==> src/rtl/rjpc_pkg.sv <==
package rjpc_pkg;
  typedef enum logic [1:0] {
    PC_HOLD = 2'd0,
    PC_STEP = 2'd1,
    PC_JREL = 2'd2,
    PC_ZERO = 2'd3
  } pc_op_e;
endpackage

==> src/rtl/rjpc_ctrl.sv <==
module rjpc_ctrl
  import rjpc_pkg::*;
(
  input  logic   clr,
  input  logic   inc,
  input  logic   jmp,
  output pc_op_e op
);
  always_comb begin
    if (clr)      op = PC_ZERO;
    else if (jmp) op = PC_JREL;
    else if (inc) op = PC_STEP;
    else          op = PC_HOLD;
  end
endmodule

==> src/rtl/rjpc_ofs_ext.sv <==
module rjpc_ofs_ext #(
  parameter int PC_W       = 16,
  parameter int OFS_W      = 8,
  parameter bit OFS_SIGNED = 1'b1
) (
  input  logic [OFS_W-1:0] ofs,
  output logic [PC_W-1:0]  ext
);
  localparam int PAD_W = PC_W - OFS_W;

  generate
    if (OFS_SIGNED) begin : g_sext
      assign ext = {{PAD_W{ofs[OFS_W-1]}}, ofs};
    end else begin : g_zext
      assign ext = {{PAD_W{1'b0}}, ofs};
    end
  endgenerate
endmodule

==> src/rtl/rjpc_next.sv <==
module rjpc_next
  import rjpc_pkg::*;
#(
  parameter int PC_W = 16
) (
  input  pc_op_e          op,
  input  logic [PC_W-1:0] cur,
  input  logic [PC_W-1:0] ext,
  output logic [PC_W-1:0] nxt
);
  localparam logic [PC_W-1:0] ONE     = PC_W'(1);
  localparam logic [PC_W-1:0] MINUS_1 = {PC_W{1'b1}};

  logic [PC_W-1:0] rel_tgt;
  logic [PC_W-1:0] step_tgt;

  // one adder chain: current + offset + all-ones (i.e. -1)
  assign rel_tgt  = cur + ext + MINUS_1;
  assign step_tgt = cur + ONE;

  always_comb begin
    unique case (op)
      PC_ZERO: nxt = '0;
      PC_JREL: nxt = rel_tgt;
      PC_STEP: nxt = step_tgt;
      default: nxt = cur;
    endcase
  end
endmodule

==> src/rtl/rel_jump_pc.sv <==
module rel_jump_pc
  import rjpc_pkg::*;
#(
  parameter int PC_W       = 16,
  parameter int OFS_W      = 8,
  parameter bit OFS_SIGNED = 1'b1
) (
  input  logic             clk,
  input  logic             rst,
  input  logic             clr,
  input  logic             inc,
  input  logic             jmp,
  input  logic [OFS_W-1:0] jump_ofs,
  output logic [PC_W-1:0]  pc
);
  pc_op_e          op;
  logic [PC_W-1:0] ext;
  logic [PC_W-1:0] nxt;
  logic [PC_W-1:0] pc_q;

  rjpc_ctrl u_ctrl (
    .clr (clr),
    .inc (inc),
    .jmp (jmp),
    .op  (op)
  );

  rjpc_ofs_ext #(
    .PC_W       (PC_W),
    .OFS_W      (OFS_W),
    .OFS_SIGNED (OFS_SIGNED)
  ) u_ext (
    .ofs (jump_ofs),
    .ext (ext)
  );

  rjpc_next #(
    .PC_W (PC_W)
  ) u_next (
    .op  (op),
    .cur (pc_q),
    .ext (ext),
    .nxt (nxt)
  );

  always_ff @(posedge clk) begin
    if (rst) pc_q <= '0;
    else     pc_q <= nxt;
  end

  assign pc = pc_q;


  rst_zero_chk: assert property (@(posedge clk) rst |=> (pc == '0));


  clr_zero_chk: assert property (@(posedge clk) disable iff (rst)
    clr |=> (pc == '0));


  step_chk: assert property (@(posedge clk) disable iff (rst)
    (inc && !jmp && !clr) |=> (pc == PC_W'($past(pc) + 1'b1)));


  rel_jump_chk: assert property (@(posedge clk) disable iff (rst)
    (jmp && !clr) |=> (pc == PC_W'($past(pc) + $past(ext) - 1'b1)));


  hold_chk: assert property (@(posedge clk) disable iff (rst)
    (!inc && !jmp && !clr) |=> $stable(pc));
endmodule

==> config.mk <==
export PLATFORM = sky130hd
export DESIGN_NAME = rel_jump_pc
export DESIGN_NICKNAME = d
export VERILOG_FILES = /design/src/rtl/rjpc_pkg.sv /design/src/rtl/rjpc_ctrl.sv /design/src/rtl/rjpc_ofs_ext.sv /design/src/rtl/rjpc_next.sv /design/src/rtl/rel_jump_pc.sv
export SDC_FILE = /design/constraint.sdc
export NUM_CORES = 1
export LEC_CHECK = 0
export ABC_AREA = 1
export BUFFER_PORTS_ARGS = -buffer_cell sky130_fd_sc_hd__buf_2
export CAP_MARGIN = 5
export CORE_UTILIZATION = 33
export DETAILED_ROUTE_END_ITERATION = 12
export SYNTH_ARGS = -nofsm -noshare
export SYNTH_HDL_FRONTEND = slang
export SYNTH_SLANG_ARGS = --single-unit
==> constraint.sdc <==
create_clock -name clk -period 2.8 [get_ports clk]
set_input_delay 0.42 -clock clk [delete_from_list [all_inputs] [get_ports clk]]
set_output_delay 0.42 -clock clk [all_outputs]
set_load 0.1 [all_outputs]
Word-level counts from Yosys, hierarchy flattened
Index checks and enable logic that the tools add are counted.
Widths: inputs -> output; s select.
{"block": "op_classes", "n_addsub": 3, "n_reduce_logical": 1, "muxes": 4, "n_eq_ne": 3}
{"op": "$pmux 16 s3", "count": 1}
{"op": "$add 16x1->16 const B", "count": 1}
{"op": "$add 16x16->16", "count": 1}
{"op": "$add 16x16->16 const B", "count": 1}
{"op": "$eq 2x2->1 const B", "count": 2}
{"op": "$mux 2", "count": 2}
{"op": "$reduce_bool 3->1", "count": 1}
{"op": "$eq 2x1->1 const B", "count": 1}
{"op": "$mux 1", "count": 1}
{"block": "word_totals", "input_bits": 13, "regBits": 16, "out_inout_bits": 16}

Logic depth before layout (Yosys ltp)
Gate-level depths: netlist of the first run.
{"block": "logic_depth", "ltp_word": 5, "depth_mapped": 16, "mapped_depth_nobuf": 16}

Hierarchy
From an unflattened synthesis of the first run, not the netlist that was laid out.
{"block": "hier_totals", "hier_cells": 411, "area_unflattened_um2": 2407.3}
{"mod": "rjpc_next", "cells_each": 340, "area_per_inst_um2": 1794.2, "instances": 1}
{"mod": "rel_jump_pc", "cells_each": 50, "area_per_inst_um2": 474.2, "instances": 1}
{"mod": "rjpc_ofs_ext", "cells_each": 16, "area_per_inst_um2": 120.1, "instances": 1}
{"mod": "rjpc_ctrl", "cells_each": 5, "area_per_inst_um2": 18.8, "instances": 1}

Worst setup path after synthesis of the first run
Ideal clock, no wire load.
{"block": "synth_timing", "path_kind": "reg-to-reg", "from": "register pc_q[1], in the netlist pc[1]", "to": "register pc_q[15], in the netlist pc[15]", "stages_incl_launch_ff": 17, "path_slack_ns": 0.011, "setup_time_ns": 0.070, "period_less_slack_ns": 2.789, "arrival_time_ns": 2.718, "path_cell_list": "dfxtp_1 > inv_1 > ha_1 > inv_1 > ha_1 > fa_1 > nand2_1 > nand2_1 > nand3_1 > nand2_1 > nand2_1 > nand2_1 > nand2_1 > nand3_1 > nand2_1 > nand2_1 > a21oi_1"}
{"block": "synth_between", "elab_chain_cells": 3, "word_cells_on_any_way": 4, "classes_between": "add/sub: 3; mux: 1"}
{"item": "start, declared", "line": "rel_jump_pc.sv:19", "source": "logic [PC_W-1:0] pc_q;"}
{"item": "start signal, assigned", "line": "rel_jump_pc.sv:48", "source": "else pc_q <= nxt;"}
{"item": "$add 16x16->16 (2 in series)", "line": "rjpc_next.sv:18", "source": "assign rel_tgt = cur + ext + MINUS_1;"}
{"item": "$pmux 16 s3 (*)", "line": "rjpc_next.sv:22", "source": "unique case (op)"}
Every way passes the cells marked *; elsewhere a longest branch is shown, timed or not.
A chain may end at the register's enable or synchronous reset.

Worst setup path after layout of the first run
{"block": "layout_timing", "from": "register pc_q[1], in the netlist pc[1]", "to": "register pc_q[11], in the netlist pc[11]"}
The elaborated chain is that of the path after synthesis.

==> reports/summary.md, run 1 <==
Critical path
- **Buffers & Inverters on Critical Path** 2
- **critical path endpoint category** register
- **Most Frequent Cell on Critical Path** nand2_1
- **cell family contributing the most delay on the critical path** adder cells
- **Critical Path RT** 2980 ps
- **CP max-delay cell** dfxtp_1
- **delay of the slowest cell on the worst path** 410 ps
- **crit-path cells** inv_1 -> ha_1 -> inv_1 -> ha_1 -> fa_1 -> nand2_1 -> nand2_1 -> nand3_1 -> nand2_1 -> nand2_1 -> nand2_1 -> nand2_1 -> nand3_1 -> nand2_1 -> nand2_1 -> a21oi_1
- **maximum fanout along the worst path** 5
- **kind of launch point of the worst setup path** register
- **CP Data Arrival Time** 2620 ps
- **WS Path Type** reg -> reg

Finish
- **non-filler cells, final** 529
- **# nets final** 482
- **number of filler instances in the final layout** 783
- **most common library cell in the layout ignoring fill and taps** nand2_1
- **number of antenna repair diodes** 0
- **flip-flop and latch area** 320 sq um
- **footprint of the multi-input gates** 1590 sq um
- **fraction of layout instances using a drive strength above 1** 10.4%
- **commonest cells after routing, fill and taps aside** 130 x nand2_1, 98 x inv_1, 33 x ha_1
- **Area growth syn-to-layout** 11.2%
- **Largest register FFs** 16

Synthesis
- **syn_area_per_cell** 5.74 sq um
- **number of unique standard cell types used by synthesis** 29
- **post-synth net total** 454
- **flops & latches, synth** 16
- **cell area after synthesis** 2340 sq um
- **proportion of synthesized chip area in sequential cells** 13.7%
- **cell count after synthesis** 407
- **YS warnings** 0

Global routing
- **pin count of the biggest net entering global routing** 17
- **first-pass GRT wire length** 10,400 microns
- **vias in the first global route** 2,334
- **Overflow after GRT** 0
- **antenna violations before repair** 0
- **global router's overall resource usage** 17.3%

Pwr
- **P_leak** 0.00141 uW
- **power density over the cells** 339 nW/um^2
- **worst-case vdd ir drop** 0.244 mV

Clock tree
- **clk buf depth** 2
- **post-CTS setup repair buffer count** 0
- **number of clock buffers inserted by TritonCTS** 3
- **clock tree from TritonCTS** built
- **worst skew pair latency** 250 ps
- **H-tree level count** 1
- **post-CTS resize count** 0
- **Sinks on Clock Net** 16
- **hold bufs inserted after CTS** 0
- **root buffer cell** clkbuf_8
- **clock transition at the registers of the reported paths** 60 ps

Drt
- **post-detailed-route DRC marker count** 0
- **First-pass DRT Iterations** 5
- **iteration-0 DRC count of the detailed router** 139
- **via total after detailed routing** 2,477
- **aggregate routed wire length** 5950 microns
- **Final ANT Viol Nets** 0
- **routed len/inst** 11.2 microns
- **Via density** 4.68

Placed design
- **hpwl dp** 4940 microns
- **placed cell count** 526
- **number of buffers added on ports** 28
- **placement-stage worst setup slack** 332 ps
- **RePlAce Congestion** 0.899

Floorplanning
- **number of placement rows** 30
- **Die Width** 86.2 microns
- **die span in y** 86.2 microns
- **area of the die** 7420 sq um
- **ports placed on the boundary** 29
- **starting density of the core** 34.2%
- **Core Region** 6830 sq um

STA
- **clock skew** 2.66 ps
- **share of the clock period used by the worst path after layout** 87.2%
- **remaining max-slew budget at the tightest pin** 27.5%
- **Highest Clock Rate** 0.409 GHz
- **Final setup violation count** 0
- **number of max-slew violations in the final report** 0
- **shortest period the worst path allows** 2440 ps
- **PnR worst setup slack** 358 ps
- **Hold Fails Final Rpt** 0
- **total negative slack** 0 ps
- **setup repair after global routing missed its margin** false
- **worst slew pin tran** 1080 ps

Worst hold path
- **Tightest Hold Check Type** reg -> reg

Job
- **max-capacitance violation count** 0

Run status
- **status** complete, no violations

==> routing by layer <==
| layer | up-vias | part of all wire (%) | global-route usage, % |
|---|---|---|---|
| met3 | 8 | 4.2 | 0.770 |
| met4 | 0 | 1.6 | 4.70 |
| li1 | 1306 | - | - |
| met1 | 1101 | 47 | 23.4 |
| met2 | 62 | 47 | 29.9 |
| met5 | - | 0 | 0 |
==> cell usage after synthesis <==
cell	n	area [sq um]
nor2_4	3	33.8
dfxtp_1	16	320
xor2_1	2	17.5
clkbuf_8	2	27.5
inv_2	1	3.75
fa_1	1	20.0
a21oi_2	1	8.76
nor3_1	2	10.0
o21ai_1	3	15.0
nand4_1	6	37.5
o21ai_0	10	50.1
inv_1	98	368
nand3_2	3	30.0
nand3b_1	2	15.0
xnor2_1	3	26.3
nand2_2	1	6.26
ha_1	33	413
nand3_1	27	135
clkbuf_1	2	7.51
nor2_1	20	75.1
a21oi_1	30	150
nor2_2	1	6.26
buf_2	2	10.0
a31oi_1	1	6.26
nor3_2	2	20.0
nand2_1	130	488
o22ai_1	3	18.8
dlygate4sd1_1	1	8.76
a22o_1	1	8.76
==> final timing paths <==
kind / cells after the start / startpoint / slack (ps) / endpoint
setup reg to reg: 16 / pc[1] / 360 / pc[11]
hold / removal: 2 / pc[7] / 500 / pc[7]
setup / recovery: 16 / pc[1] / 360 / pc[11]
hold reg to reg: 2 / pc[7] / 500 / pc[7]
==> worst min-delay path, delay by kind of cell, from the launching register on <==
family	cells	cell delay [ps]
flops	1	330
simple gates	1	70
compound gates	1	50
==> power breakdown <==
| part | total (uW) | switching [uW] | internal, uW |
|---|---|---|---|
| registers | 251 | 14.1 | 237 |
| logic | 456 | 313 | 142 |
| clock network | 174 | 78.2 | 95.3 |
==> final cells by class <==
| class | count | share of cell area (%) |
|---|---|---|
| multi-input combinational | 285 | 61.2 |
| inverter | 99 | 14.3 |
| sequential | 16 | 12.3 |
| timing repair buffer | 30 | 5.97 |
| tap | 96 | 4.62 |
| clock buffer | 3 | 1.59 |
==> metrics by stage <==
| stage | utilization [%] | hold WS (ps) | power (uW) | area (sq um) |
|---|---|---|---|---|
| after floorplan | - | 643 | 616 | 2340 |
| after global placement | 37.5 | 492 | 707 | 2560 |
| after detailed placement | 37.5 | 488 | 710 | 2560 |
| after CTS | 38.1 | 501 | 889 | 2600 |
| after global routing | 38.1 | 544 | 965 | 2600 |
| final | 38.1 | 504 | 880 | 2600 |
==> cells by family (layout without fill, tap and decap cells) <==
kind of cell	after synthesis	in the layout	synth area share (%)
AO/OA/AOI/OAI	49	49	11.0
AND/OR/NAND/NOR	197	197	36.7
adder cells (fa/ha/maj)	34	34	18.5
XOR/XNOR	5	5	1.87
flip-flops	16	16	13.7
buffers and inverters	106	132	18.2
Note: power is estimated with default switching activity, not from simulation.
==> inputs of run 2 (changes only) <==
--- a/config.mk
+++ b/config.mk
@@ -8,7 +8,9 @@
 export ABC_AREA = 1
 export BUFFER_PORTS_ARGS = -buffer_cell sky130_fd_sc_hd__buf_2
 export CAP_MARGIN = 5
+export CORE_MARGIN = 3
 export CORE_UTILIZATION = 33
+export CTS_BUF_LIST = sky130_fd_sc_hd__clkbuf_4
 export DETAILED_ROUTE_END_ITERATION = 12
 export SYNTH_ARGS = -nofsm -noshare
 export SYNTH_HDL_FRONTEND = slang
==> reports/summary.md, run 2 (same netlist as run 1, synthesis figures left out) <==
Clock tree
- **clk buf depth** 2, unchanged
- **worst skew pair latency** 280 ps, was 250 ps
- **post-CTS resize count** 0, unchanged
- **hold bufs inserted after CTS** 0, unchanged
- **number of clock buffers inserted by TritonCTS** 3, unchanged
- **Sinks on Clock Net** 16, unchanged
- **clock transition at the registers of the reported paths** 90 ps, was 60 ps
- **root buffer cell** clkbuf_4, was clkbuf_8
- **clock tree from TritonCTS** built, unchanged
- **post-CTS setup repair buffer count** 0, unchanged
- **H-tree level count** 1, unchanged

Global routing
- **Overflow after GRT** 0, unchanged
- **antenna violations before repair** 0, unchanged
- **global router's overall resource usage** 15.1%, was 17.3%
- **pin count of the biggest net entering global routing** 17, unchanged
- **first-pass GRT wire length** 10,400 microns, about the same
- **vias in the first global route** 2,360, was 2,334

Critical path
- **kind of launch point of the worst setup path** register, unchanged
- **startpoint of the most critical setup path** pc[1], unchanged
- **depth of the most critical reg-to-reg path** 16, unchanged
- **CP Data Arrival Time** 2650 ps, was 2620 ps
- **CP max-delay cell** dfxtp_1, unchanged
- **delay of the slowest cell on the worst path** 420 ps, was 410 ps
- **crit-path cells** inv_1 -> ha_1 -> inv_1 -> ha_1 -> fa_1 -> nand2_1 -> nand2_1 -> nand3_1 -> nand2_1 -> nand2_1 -> nand2_1 -> nand2_1 -> nand3_1 -> nand2_1 -> nand2_1 -> a21oi_1, unchanged
- **WS Path Type** reg -> reg, unchanged
- **critical path endpoint category** register, unchanged
- **reg-to-reg endpoint** pc[11], unchanged
- **reg-to-reg startpoint** pc[1], unchanged
- **Most Frequent Cell on Critical Path** nand2_1, unchanged
- **Critical Path RT** 3020 ps, was 2980 ps
- **FF-to-FF setup slack** 370 ps, was 360 ps
- **Worst setup endpoint** pc[11], unchanged
- **maximum fanout along the worst path** 5, unchanged

Finish
- **footprint of the multi-input gates** 1590 sq um, unchanged
- **commonest cells after routing, fill and taps aside** 130 x nand2_1, 98 x inv_1, 33 x ha_1, unchanged
- **number of filler instances in the final layout** 782, was 783
- **Largest register FFs** 16, unchanged
- **Area growth syn-to-layout** 10.4%, was 11.2%
- **flip-flop and latch area** 320 sq um, unchanged
- **fraction of layout instances using a drive strength above 1** 10.4%, unchanged
- **number of antenna repair diodes** 0, unchanged
- **# nets final** 482, unchanged
- **most common library cell in the layout ignoring fill and taps** nand2_1, unchanged

STA
- **total negative slack** 0 ps, unchanged
- **remaining max-slew budget at the tightest pin** 30.7%, was 27.5%
- **Highest Clock Rate** 0.411 GHz, was 0.409 GHz
- **shortest period the worst path allows** 2430 ps, was 2440 ps
- **share of the clock period used by the worst path after layout** 86.9%, was 87.2%
- **worst slew pin tran** 1040 ps, was 1080 ps
- **number of max-slew violations in the final report** 0, unchanged
- **setup repair after global routing missed its margin** false, unchanged
- **PnR worst setup slack** 366 ps, was 358 ps
- **clock skew** 6.21 ps, was 2.66 ps
- **Hold Fails Final Rpt** 0, unchanged
- **Final setup violation count** 0, unchanged

Drt
- **post-detailed-route DRC marker count** 0, unchanged
- **aggregate routed wire length** 5940 microns, was 5950 microns
- **iteration-0 DRC count of the detailed router** 106, was 139
- **routed len/inst** 11.2 microns, about the same
- **Final ANT Viol Nets** 0, unchanged
- **First-pass DRT Iterations** 5, unchanged
- **Via density** 4.53, was 4.68
- **via total after detailed routing** 2,397, was 2,477

Floorplanning
- **Core Region** 6830 sq um, unchanged
- **Die Width** 90.2 microns, was 86.2 microns
- **ports placed on the boundary** 29, unchanged
- **starting density of the core** 34.2%, unchanged
- **die span in y** 90.2 microns, was 86.2 microns
- **area of the die** 8130 sq um, was 7420 sq um
- **number of placement rows** 30, unchanged

Worst hold path
- **Tightest Hold Check Type** reg -> reg, unchanged

Pwr
- **worst-case vdd ir drop** 0.258 mV, was 0.244 mV
- **power density over the cells** 320 nW/um^2, was 339 nW/um^2
- **Clock Power Share** 14.6%, was 19.7%
- **Gate power share** 55.0%, was 51.8%
- **net switching power of the design** 396 uW, was 406 uW
- **cell internal pwr** 429 uW, was 475 uW
- **Sw Share** 48.0%, was 46.1%
- **P_leak** 0.00140 uW, was 0.00141 uW
- **total power** 825 uW, was 880 uW
- **power share of the sequential group** 30.4%, was 28.5%

Placed design
- **number of buffers added on ports** 28, unchanged
- **hpwl dp** 4960 microns, was 4940 microns
- **placement-stage worst setup slack** 324 ps, was 332 ps
- **RePlAce Congestion** 0.871, was 0.899

Run status
- **status** complete, no violations, unchanged

Job
- **max-capacitance violation count** 0, unchanged

-- run 2: cell counts in the layout (fill, tap and decap cells not counted) --
No cell type changed its count.
-- run 2: how the worst min path moves through the flow --
stage                     startpoint      to  slack, ps  cells past startpoint
after floorplan                  rst   pc[0]        640                      2
after global placement        pc[13]  pc[13]        490                      2
after detailed placement      pc[14]  pc[14]        490                      2
after CTS                     pc[14]  pc[14]        510                      2
after global routing             rst  pc[12]        530                      2
final                         pc[14]  pc[14]        510                      2
-- run 2: power by group through the flow --
stage | Combinational (uW) | Sequential, uW | Clock (uW)
after floorplan | 298 | 319 | 0
final | 454 | 251 | 120
after global placement | 451 | 256 | 0
after detailed placement | 454 | 256 | 0
after CTS | 456 | 251 | 128
after global routing | 525 | 253 | 135
-- run 2: per-stage QoR --
| step | cell area [sq um] | util [%] | hold slack [ps] | std cells |
|---|---|---|---|---|
| after floorplan | 2340 | - | 643 | 407 |
| after global placement | 2560 | 37.5 | 493 | 526 |
| after detailed placement | 2560 | 37.5 | 493 | 526 |
| after CTS | 2580 | 37.8 | 508 | 529 |
| after global routing | 2580 | 37.8 | 527 | 529 |
| final | 2580 | 37.8 | 506 | 529 |
-- run 2: critical path: cells and delay by family, from the launching register on --
kind	cells	cell delay, ps
DFF	1	420
AOI/OAI and AO/OA	1	150
buffers and inverters	2	110
adders and majority gates	3	870
and+or+nand+nor	10	810
-- run 2: cell type report --
type	count	area share [%]
Sequential cell	16	12.4
Multi-Input combinational cell	285	61.7
Tap cell	96	4.65
Timing Repair Buffer	30	6.01
Inverter	99	14.4
Clock buffer	3	0.873
-- run 2: metal layers --
| metal | part of all wire, % | routed length [microns] | up-vias | track usage (%) |
|---|---|---|---|---|
| met5 | 0 | 0 | - | 0 |
| li1 | - | - | 1314 | - |
| met4 | 1.2 | 70 | 0 | 4.59 |
| met1 | 50 | 2940 | 1031 | 20.6 |
| met2 | 46 | 2730 | 44 | 25.5 |
| met3 | 3.3 | 197 | 8 | 0.837 |
